**config.mk**
```make
export PLATFORM = sky130hd
export DESIGN_NAME = tlb_dm
export DESIGN_NICKNAME = d
export VERILOG_FILES = /design/src/rtl/tlb_pkg.sv /design/src/rtl/tlb_slot.sv /design/src/rtl/tlb_match.sv /design/src/rtl/tlb_dm.sv
export SDC_FILE = /design/constraint.sdc
export NUM_CORES = 1
export LEC_CHECK = 0
export BUFFER_PORTS_ARGS = -buffer_cell sky130_fd_sc_hd__buf_4
export CELL_PAD_IN_SITES_DETAIL_PLACEMENT = 1
export CELL_PAD_IN_SITES_GLOBAL_PLACEMENT = 2
export CORE_MARGIN = 10
export CORE_UTILIZATION = 41
export CTS_CLUSTER_SIZE = 16
export DETAILED_ROUTE_END_ITERATION = 10
export PLACE_DENSITY = 0.82
export SYNTH_ARGS = -nofsm -noshare
export SYNTH_HDL_FRONTEND = slang
export SYNTH_SLANG_ARGS = --single-unit
```
**constraint.sdc**
```tcl
create_clock -name clk -period 7.8 [get_ports clk]
set_input_delay 0.39 -clock clk [delete_from_list [all_inputs] [get_ports clk]]
set_output_delay 0.39 -clock clk [all_outputs]
set_load 0.02 [all_outputs]
```
**src/rtl/tlb_pkg.sv**
```systemverilog
package tlb_pkg;

    typedef enum logic {
        SLOT_EMPTY = 1'b0,
        SLOT_LIVE  = 1'b1
    } slot_state_t;

endpackage

```
**src/rtl/tlb_slot.sv**
```systemverilog
module tlb_slot
    import tlb_pkg::*;
#(
    parameter int TAG_W = 26,
    parameter int PTE_W = 32
) (
    input  logic             clk,
    input  logic             rst_n,
    input  logic             wr_sel,
    input  logic             flush,
    input  logic [TAG_W-1:0] wr_tag,
    input  logic [PTE_W-1:0] wr_pte,
    output logic             live,
    output logic [TAG_W-1:0] tag_q,
    output logic [PTE_W-1:0] pte_q
);

    slot_state_t state_q, state_d;
    logic        do_fill;

    assign do_fill = wr_sel && !flush;

    // state register
    always_ff @(posedge clk or negedge rst_n) begin
        if (!rst_n) state_q <= SLOT_EMPTY;
        else        state_q <= state_d;
    end

    // transitions: fill, drop, hold
    always_comb begin
        state_d = state_q;
        unique case (state_q)
            SLOT_EMPTY: begin
                if (do_fill) state_d = SLOT_LIVE;
            end
            SLOT_LIVE: begin
                if (flush) state_d = SLOT_EMPTY;
            end
            default: state_d = SLOT_EMPTY;
        endcase
    end

    // payload is rewritten only on a fill
    always_ff @(posedge clk or negedge rst_n) begin
        if (!rst_n) begin
            tag_q <= '0;
            pte_q <= '0;
        end else if (do_fill) begin
            tag_q <= wr_tag;
            pte_q <= wr_pte;
        end
    end

    // outputs
    always_comb begin
        live = (state_q == SLOT_LIVE);
    end

endmodule

```
**src/rtl/tlb_match.sv**
```systemverilog
module tlb_match #(
    parameter int VPN_W   = 30,
    parameter int ENTRIES = 16,
    parameter int PTE_W   = 32,
    localparam int IDX_W  = $clog2(ENTRIES),
    localparam int TAG_W  = VPN_W - IDX_W
) (
    input  logic [ENTRIES-1:0]            slot_live,
    input  logic [ENTRIES-1:0][TAG_W-1:0] slot_tag,
    input  logic [ENTRIES-1:0][PTE_W-1:0] slot_pte,
    input  logic [VPN_W-1:0]              lk_vpn,
    input  logic                          fill_en,
    input  logic [VPN_W-1:0]              fill_vpn,
    output logic                          hit,
    output logic [PTE_W-1:0]              pte
);

    logic [IDX_W-1:0] idx;
    logic [TAG_W-1:0] tag;
    logic             sel_live;
    logic [TAG_W-1:0] sel_tag;
    logic [PTE_W-1:0] sel_pte;
    logic             collide;

    assign idx = lk_vpn[IDX_W-1:0];
    assign tag = lk_vpn[VPN_W-1:IDX_W];

    always_comb begin
        sel_live = slot_live[idx];
        sel_tag  = slot_tag[idx];
        sel_pte  = slot_pte[idx];
    end

    // a refill of the very VPN being looked up defers the hit by a cycle
    assign collide = fill_en && (fill_vpn == lk_vpn);

    always_comb begin
        hit = sel_live && (sel_tag == tag) && !collide;
        pte = hit ? sel_pte : '0;
    end

endmodule

```
**src/rtl/tlb_dm.sv**
```systemverilog
module tlb_dm #(
    parameter int VPN_W   = 30,
    parameter int ENTRIES = 16,
    parameter int PTE_W   = 32
) (
    input  logic             clk,
    input  logic             rst_n,
    input  logic [VPN_W-1:0] lk_vpn,
    output logic             lk_hit,
    output logic [PTE_W-1:0] lk_pte,
    input  logic             fill_en,
    input  logic [VPN_W-1:0] fill_vpn,
    input  logic [PTE_W-1:0] fill_pte,
    input  logic             flush
);

    localparam int IDX_W = $clog2(ENTRIES);
    localparam int TAG_W = VPN_W - IDX_W;

    logic [IDX_W-1:0]            fill_idx;
    logic [TAG_W-1:0]            fill_tag;
    logic [ENTRIES-1:0]          wr_sel;
    logic [ENTRIES-1:0]          slot_live;
    logic [ENTRIES-1:0][TAG_W-1:0] slot_tag;
    logic [ENTRIES-1:0][PTE_W-1:0] slot_pte;

    assign fill_idx = fill_vpn[IDX_W-1:0];
    assign fill_tag = fill_vpn[VPN_W-1:IDX_W];

    for (genvar g = 0; g < ENTRIES; g++) begin : g_slot
        assign wr_sel[g] = fill_en && (fill_idx == IDX_W'(g));

        tlb_slot #(
            .TAG_W (TAG_W),
            .PTE_W (PTE_W)
        ) u_slot (
            .clk    (clk),
            .rst_n  (rst_n),
            .wr_sel (wr_sel[g]),
            .flush  (flush),
            .wr_tag (fill_tag),
            .wr_pte (fill_pte),
            .live   (slot_live[g]),
            .tag_q  (slot_tag[g]),
            .pte_q  (slot_pte[g])
        );
    end

    tlb_match #(
        .VPN_W   (VPN_W),
        .ENTRIES (ENTRIES),
        .PTE_W   (PTE_W)
    ) u_match (
        .slot_live (slot_live),
        .slot_tag  (slot_tag),
        .slot_pte  (slot_pte),
        .lk_vpn    (lk_vpn),
        .fill_en   (fill_en),
        .fill_vpn  (fill_vpn),
        .hit       (lk_hit),
        .pte       (lk_pte)
    );

endmodule

```
==> results of run 1 <==
## worst paths after layout
| check | startpoint | to | slack [ns] | cells after the start |
|---|---|---|---|---|
| min in group asynchronous | rst_n | g_slot[0].u_slot.pte_q[3]$_DFFE_PN0P_ | 0.39 | 2 |
| worst max-delay path | lk_vpn[2] | lk_pte[0] | 2.43 | 9 |
| max in group asynchronous | rst_n | g_slot[5].u_slot.pte_q[21]$_DFFE_PN0P_ | 5.27 | 4 |
| worst max register to register | g_slot[8].u_slot.tag_q[22]$_DFFE_PN0P_ | g_slot[8].u_slot.tag_q[22]$_DFFE_PN0P_ | 7.00 | 1 |
| worst min register to register | g_slot[13].u_slot.live$_DFF_PN0_ | g_slot[13].u_slot.live$_DFF_PN0_ | 0.48 | 1 |
| worst min-delay path | fill_pte[19] | g_slot[2].u_slot.pte_q[19]$_DFFE_PN0P_ | 0.08 | 2 |
## stage by stage
stage | setup slack, ns | instances | util | cell area [um2]
2_1_floorplan | 4.22 | 2767 | - | 43800
3_3_place_gp | 2.52 | 4074 | 0.434 | 45900
5_1_grt | 2.23 | 4256 | 0.466 | 49300
4_1_cts | 2.43 | 4255 | 0.466 | 49300
6_report | 2.43 | 4257 | 0.466 | 49300
3_5_place_dp | 2.44 | 4074 | 0.434 | 45900
## cell families (layout without fill, tap and decap cells)
group           after synthesis  after routing
simple gates                187            187
flops                       944            944
buf+inv                     265            362
other cells                   0              2
xor+xnor                     53             53
mux                        1231           1231
compound gates               87             87
## layer usage
| layer | GRT usage | wire (um) |
|---|---|---|
| met5 | 0 | 122 |
| met4 | 0.0578 | 3100 |
| met3 | 0.0348 | 5560 |
| met2 | 0.352 | 62700 |
| met1 | 0.266 | 53400 |
## where the power goes
part | switching [mW] | total, mW | internal [mW]
Sequential | 0.487 | 6.33 | 5.84
Clock | 1.99 | 4.89 | 2.89
Combinational | 0.910 | 2.19 | 1.28
Total | 3.39 | 13.4 | 10.0
## state kept, by name (all words and copies together) (netlist names)
name,flops
g_slot.u_slot.tag_q,416
g_slot.u_slot.pte_q,512
g_slot.u_slot.live,16
## layout by cell type, fill, tap and decap left out, drive strengths merged, types with 15 or more instances in the layout
| master | n |
|---|---|
| mux2i | 48 |
| inv | 18 |
| xor2 | 15 |
| nand3 | 38 |
| mux2 | 930 |
| dfrtp | 944 |
| clkinv | 16 |
| nor2 | 20 |
| o21ai | 22 |
| nand2 | 29 |
| xnor2 | 38 |
| clkbuf | 154 |
| mux4 | 253 |
| buf | 165 |
| nor4 | 37 |
## critical path: cells and delay by family
family	cells	cell delay, ns
simple gates	2	1.69
buf+inv	3	1.77
mux	2	0.60
compound gates	1	0.11
xor+xnor	1	0.31
## area by class of cell
cell class,count,area [um2]
flip-flops and latches,944,23600
repair buffers,168,1340
diodes,2,5.00
multi-input cells,1558,19100
clock inverters,26,287
inverters,15,57.6
fillers,10093,56400
well taps,1391,1740
clock buffers,153,3100
==> run summary, run 1 <==
cell count after synthesis = 2767
Final Net Count = 2885
Worst Hold Class = input port to flip-flop
Worst EP required = 7.41 ns
Worst path max stage delay = 1.19 ns
final hold slack = 0.0814 ns
CP arrival = 4.98 ns
Worst-Margin Slew = 1.20 ns
io pins = 129
antenna violations before repair = 10
hpwl dp = 73500 um
largest family of logic cells by synthesized area = multiplexers
CP max-delay cell = or4_2
crit path kind = input port to primary output
Max VDD drop = 0.176 mV
area leader, netlist = dfrtp_1
initial core utilization = 0.414
Num Clock Sinks = 944
DRT iter0 DRCs = 1548
grt total ovfl = 0
largest net degree at the start of global routing = 183
Post-Route Skew = 0 ns
crit start category = input port
status = completed
post_cts resized = 0
top cells by area, synth = dfrtp_1 54%, mux2_2 24%, mux4_2 13%
count of final setup violators = 0
CTS tree = yes
crit-path most repeated cell = buf_4
first drt pass iteration count = 5
Final Slew Violations = 0
Layout area overhead = 12.5%
RSZ-0062 raised after global routing = no
number of max-cap violations = 0
top_reg_cell synth = dfrtp_1
Cell Chain, Critical Path = clkbuf_8 -> buf_4 -> mux4_1 -> mux2i_1 -> xor2_1 -> a21oi_1 -> or4_2 -> nor4_1 -> buf_4
total CTS buffers = 102
Yosys top cell area share = 0.539
Distinct cells, synth = 57
Reg clk slew, reported paths = 0.06 ns
core area = 0.106 mm2
die width = 347 um
Total Power = 13.4 mW
vias in the first global route = 28.5k
Synth Area in Compound Gates = 0.0145
first-pass GRT wire length = 189000 um
worst-path maximum fanout = 96
Post-CTS Hold Buffers = 2
sequential share of the synthesized area = 0.539
Synth Register Bits = 944
Via Count = 25.1k
Final GP Congestion = 0.827
Post-synth EDFFs = 0
final period utilization = 0.688
Die Ht = 347 um
CTS Buffer Depth = 3
layout cells sized above 1 = 0.543
post-synthesis mux area share = 0.381
Avg Cell Area, Syn = 15.8 um2
vias per inst = 5.90
async set or reset register ratio after synthesis = 1.00
synthesized cell area = 0.0438 mm2
Critical Path Sink Type = primary output
count leader, synth = dfrtp_1
postcts setup bufs = 0
row cnt = 119
number of I/O port buffers = 128
adder-cell share of the synthesized area = 0
fmax = 186 MHz
Total Routing Usage GR = 0.205
ANT nets after route = 0
wire per inst = 29.3 um
pwr dens = 272 mW/mm2
root buffer cell = clkbuf_16
TNS Setup = 0 ns
xor/xnor share of the synthesized area = 0.0106
Post-synth top cells = 944 x dfrtp_1, 930 x mux2_2, 244 x mux4_2
Die ar. = 0.120 mm2
Post-Synth Simple-Gate Area = 0.0277
syn nets = 2863
Slew headroom = 0.202
leakage = 21.9 nW
DRC viols = 0
WL final = 125000 um
Synth warnings = 0
H-tree levels = 3
final hold vios = 0
clock network latency to the later pin of the worst-skew pair = 0.66 ns
min Tclk post-route = 5.37 ns
Note: power is estimated with default switching activity, not from simulation.
==> run 2, diff against run 1 <==
--- a/config.mk
+++ b/config.mk
@@ -5,14 +5,15 @@
 export SDC_FILE = /design/constraint.sdc
 export NUM_CORES = 1
 export LEC_CHECK = 0
+export ABC_AREA = 1
 export BUFFER_PORTS_ARGS = -buffer_cell sky130_fd_sc_hd__buf_4
 export CELL_PAD_IN_SITES_DETAIL_PLACEMENT = 1
 export CELL_PAD_IN_SITES_GLOBAL_PLACEMENT = 2
 export CORE_MARGIN = 10
-export CORE_UTILIZATION = 41
+export CORE_UTILIZATION = 38
 export CTS_CLUSTER_SIZE = 16
 export DETAILED_ROUTE_END_ITERATION = 10
-export PLACE_DENSITY = 0.82
+export PLACE_DENSITY = 0.91
 export SYNTH_ARGS = -nofsm -noshare
 export SYNTH_HDL_FRONTEND = slang
 export SYNTH_SLANG_ARGS = --single-unit
==> constraint.sdc (replaced) <==
create_clock -name clk -period 5 [get_ports clk]
set_input_delay 0.25 -clock clk [delete_from_list [all_inputs] [get_ports clk]]
set_output_delay 0.25 -clock clk [all_outputs]
set_load 0.02 [all_outputs]
==> run 2 against run 1 <==
  * The run now ends with slew limit left
  * Routed wire length up 21%
  * Utilization down 3.7 points
  * Design area down 0.51%
  * Clock power up 64%
  * First-iteration DRC count up 110%
  * Clock-buffer cell count up 2
  * Largest cell class unchanged
  * Highest routed layer unchanged
  * Hold slack worse by 0.042 ns
  * Sequential cell count unchanged
==> run summary, run 2 <==
status = finished with violations
failing checks = slew limit
async set or reset register ratio after synthesis = 1.00 (unchanged)
top cells by area, synth = dfrtp_1 54%, nand2_1 16%, o21ai_0 11%
syn nets = 5507 (+92%)
crit path kind = input port to primary output
post-route insts no fill = 6866 (+61%)
min Tclk post-route = 3.98 ns
fmax = 251 MHz
wire per inst = 22.0 um (-25%)
number of max-cap violations = 0 (unchanged)
final hold vios = 0 (unchanged)
area leader, netlist = dfrtp_1
Synth warnings = 0 (unchanged)
hpwl dp = 83200 um (+13%)
layout cells sized above 1 = 0.0792 (-0.463)
vias in the first global route = 39.6k (+39%)
Critical Path Sink Type = primary output
design area = 0.0490 mm2 (-0.51%)
most frequent cells in the layout = 1838 x nand2_1, 999 x o21ai_0, 944 x dfrtp_1
sequential share of the synthesized area = 0.541 (+0.00148)
final period utilization = 0.797
Distinct cells, synth = 28 (-51%)
Final Net Count = 5360 (+86%)
vias per inst = 5.55 (-6.0%)
largest net degree at the start of global routing = 211 (+15%)
count of final setup violators = 0 (unchanged)
crit start category = input port
core area = 0.114 mm2 (+8.0%)
Die Ht = 359 um (+3.5%)
Post-synth top cells = 1854 x nand2_1, 999 x o21ai_0, 944 x dfrtp_1
Num Clock Sinks = 944 (unchanged)
H-tree levels = 3 (unchanged)
worst-path maximum fanout = 71 (-26%)
Largest Register = g_slot.u_slot.pte_q
initial core utilization = 0.383 (-0.0318)
total CTS buffers = 104 (+2.0%)
first-pass GRT wire length = 238000 um (+26%)
die width = 359 um (+3.5%)
Yosys top cell area share = 0.541 (+0.00148)
Max VDD drop = 0.268 mV (+52%)
root buffer cell = clkbuf_16
post_cts resized = 0 (unchanged)
TNS Setup = 0 ns (unchanged)
Avg Cell Area, Syn = 8.07 um2 (-49%)
Final GP Congestion = 0.828 (+0.13%)
fillers = 13.7k (+36%)
ANT cells = 0 (-2)
pre-CTS setup slack = 1.09 ns (-1.35 ns)
io pins = 129 (unchanged)
Largest register FFs = 512 (unchanged)
number of I/O port buffers = 128 (unchanged)
Die ar. = 0.129 mm2 (+7.2%)
postcts setup bufs = 0 (unchanged)
Worst Hold Class = input port to flip-flop
count leader, synth = nand2_1
cell count after synthesis = 5411 (+96%)
most common library cell in the layout ignoring fill and taps = nand2_1
reg-to-reg slack, setup = 4.24 ns (-2.76 ns)
DRT iter0 DRCs = 3316 (+110%)
pwr dens = 424 mW/mm2 (+56%)
WL final = 151000 um (+21%)
CP arrival = 3.73 ns (-1.25 ns)
first drt pass iteration count = 5 (unchanged)
Final Slew Violations = 5 (+5)
final hold slack = 0.0392 ns (-0.0422 ns)
RSZ-0062 raised after global routing = no
grt total ovfl = 0 (unchanged)
top_reg_cell synth = dfrtp_1
row cnt = 124 (+4.2%)
Post-Route Skew = 0 ns (unchanged)
Reg clk slew, reported paths = 0.06 ns (about the same)
Synth Register Bits = 944 (unchanged)
Cell Chain, Critical Path = buf_8 -> buf_4 -> nand2_1 -> nand3_1 -> nand3_1 -> nand3_1 -> nand2_1 -> nor2_1 -> nand2_1 -> nor2_1 -> nand2_2 -> buf_4 -> nor3_2 -> buf_4
Post-synth EDFFs = 0 (unchanged)
CTS tree = yes
Worst path max stage delay = 0.93 ns (-0.26 ns)
Total Routing Usage GR = 0.230 (+0.0245)
DRC viols = 0 (unchanged)
CP max-delay cell = buf_4
Layout area overhead = 12.2%
Placed Cells = 6668 (+64%)
placed cell areas = 0.0454 mm2 (-0.96%)
CTS Buffer Depth = 3 (unchanged)
Worst EP required = 4.75 ns (-2.66 ns)
Slew headroom = -0.00106 (-0.203)
antenna violations before repair = 2 (-8)
synthesized cell area = 0.0437 mm2 (-0.27%)
Via Count = 38.1k (+52%)
leakage = 23.2 nW (+6.3%)
Worst-Margin Slew = 1.50 ns (+0.305 ns)
clock network latency to the later pin of the worst-skew pair = 0.68 ns (+0.02 ns)
post-layout worst setup margin = 1.02 ns (-1.42 ns)
ANT nets after route = 0 (unchanged)
run 2: changes by cell type after synthesis, sizes merged, moves of 232 or more:
cell,previous run,this run
mux2,930,0
inv,15,258
a21oi,14,246
o21ai,22,1007
nand2,29,1855
mux4,253,0
run 2: final timing paths:
check / startpoint / endpoint / depth (start not counted)
worst min register to register: g_slot[1].u_slot.tag_q[24]$_DFFE_PN0P_ / g_slot[1].u_slot.tag_q[24]$_DFFE_PN0P_ / 2
min in group asynchronous: rst_n / g_slot[14].u_slot.tag_q[13]$_DFFE_PN0P_ / 2
worst max-delay path: lk_vpn[1] / lk_pte[30] / 14
worst min-delay path: fill_pte[5] / g_slot[10].u_slot.pte_q[5]$_DFFE_PN0P_ / 3
worst max register to register: g_slot[2].u_slot.pte_q[24]$_DFFE_PN0P_ / g_slot[2].u_slot.pte_q[24]$_DFFE_PN0P_ / 2
max in group asynchronous: rst_n / g_slot[14].u_slot.pte_q[27]$_DFFE_PN0P_ / 4
run 2: per-layer routing:
layer | wire length, um | track usage | vias up
met3 | 8490 | 0.0348 | 246
met5 | 13 | 0 | -
met1 | 69000 | 0.317 | 19331
met2 | 69800 | 0.372 | 1017
met4 | 4010 | 0.0639 | 2
li1 | - | - | 17493
run 2: final cells by class:
| class | instances | area, um2 | share of cell area |
|---|---|---|---|
| sequential | 944 | 23600 | 0.482 |
| multi-input combinational | 3755 | 17200 | 0.351 |
| clock buffer | 155 | 3070 | 0.0627 |
| tap | 1512 | 1890 | 0.0386 |
| timing repair buffer | 201 | 1740 | 0.0355 |
| inverter | 258 | 996 | 0.0203 |
| clock inverter | 41 | 508 | 0.0104 |
run 2: timing repair:
action	4_1_cts	5_1_grt
endpoints found under the setup margin	0	0
hold buffers	2	0
endpoints found under the hold margin	106	0
run 2: worst max-delay path: cells and delay by family:
family        cells  cell delay (ns)
simple gates     10             1.54
buf+inv           4             1.83
run 2: kinds of logic (layout without fill, tap and decap cells):
kind of cell / after synthesis / count (layout) / share of synthesized area
simple gates: 2310 / 2310 / 0.211
buf+inv: 712 / 655 / 0.0686
compound gates: 1444 / 1444 / 0.180
xor+xnor: 1 / 1 / 0.000201
flops: 944 / 944 / 0.541
run 2: stage by stage:
stage | utilization | power, mW
6_report | 0.429 | 20.8
5_1_grt | 0.429 | 21.9
4_1_cts | 0.429 | 20.9
3_5_place_dp | 0.398 | 12.8
3_3_place_gp | 0.398 | 12.6
2_1_floorplan | - | 11.8
run 2: power breakdown:
part | internal [mW] | total, mW | switching [mW]
Combinational | 1.08 | 2.96 | 1.88
Clock | 4.68 | 8.03 | 3.35
Sequential | 9.04 | 9.80 | 0.758
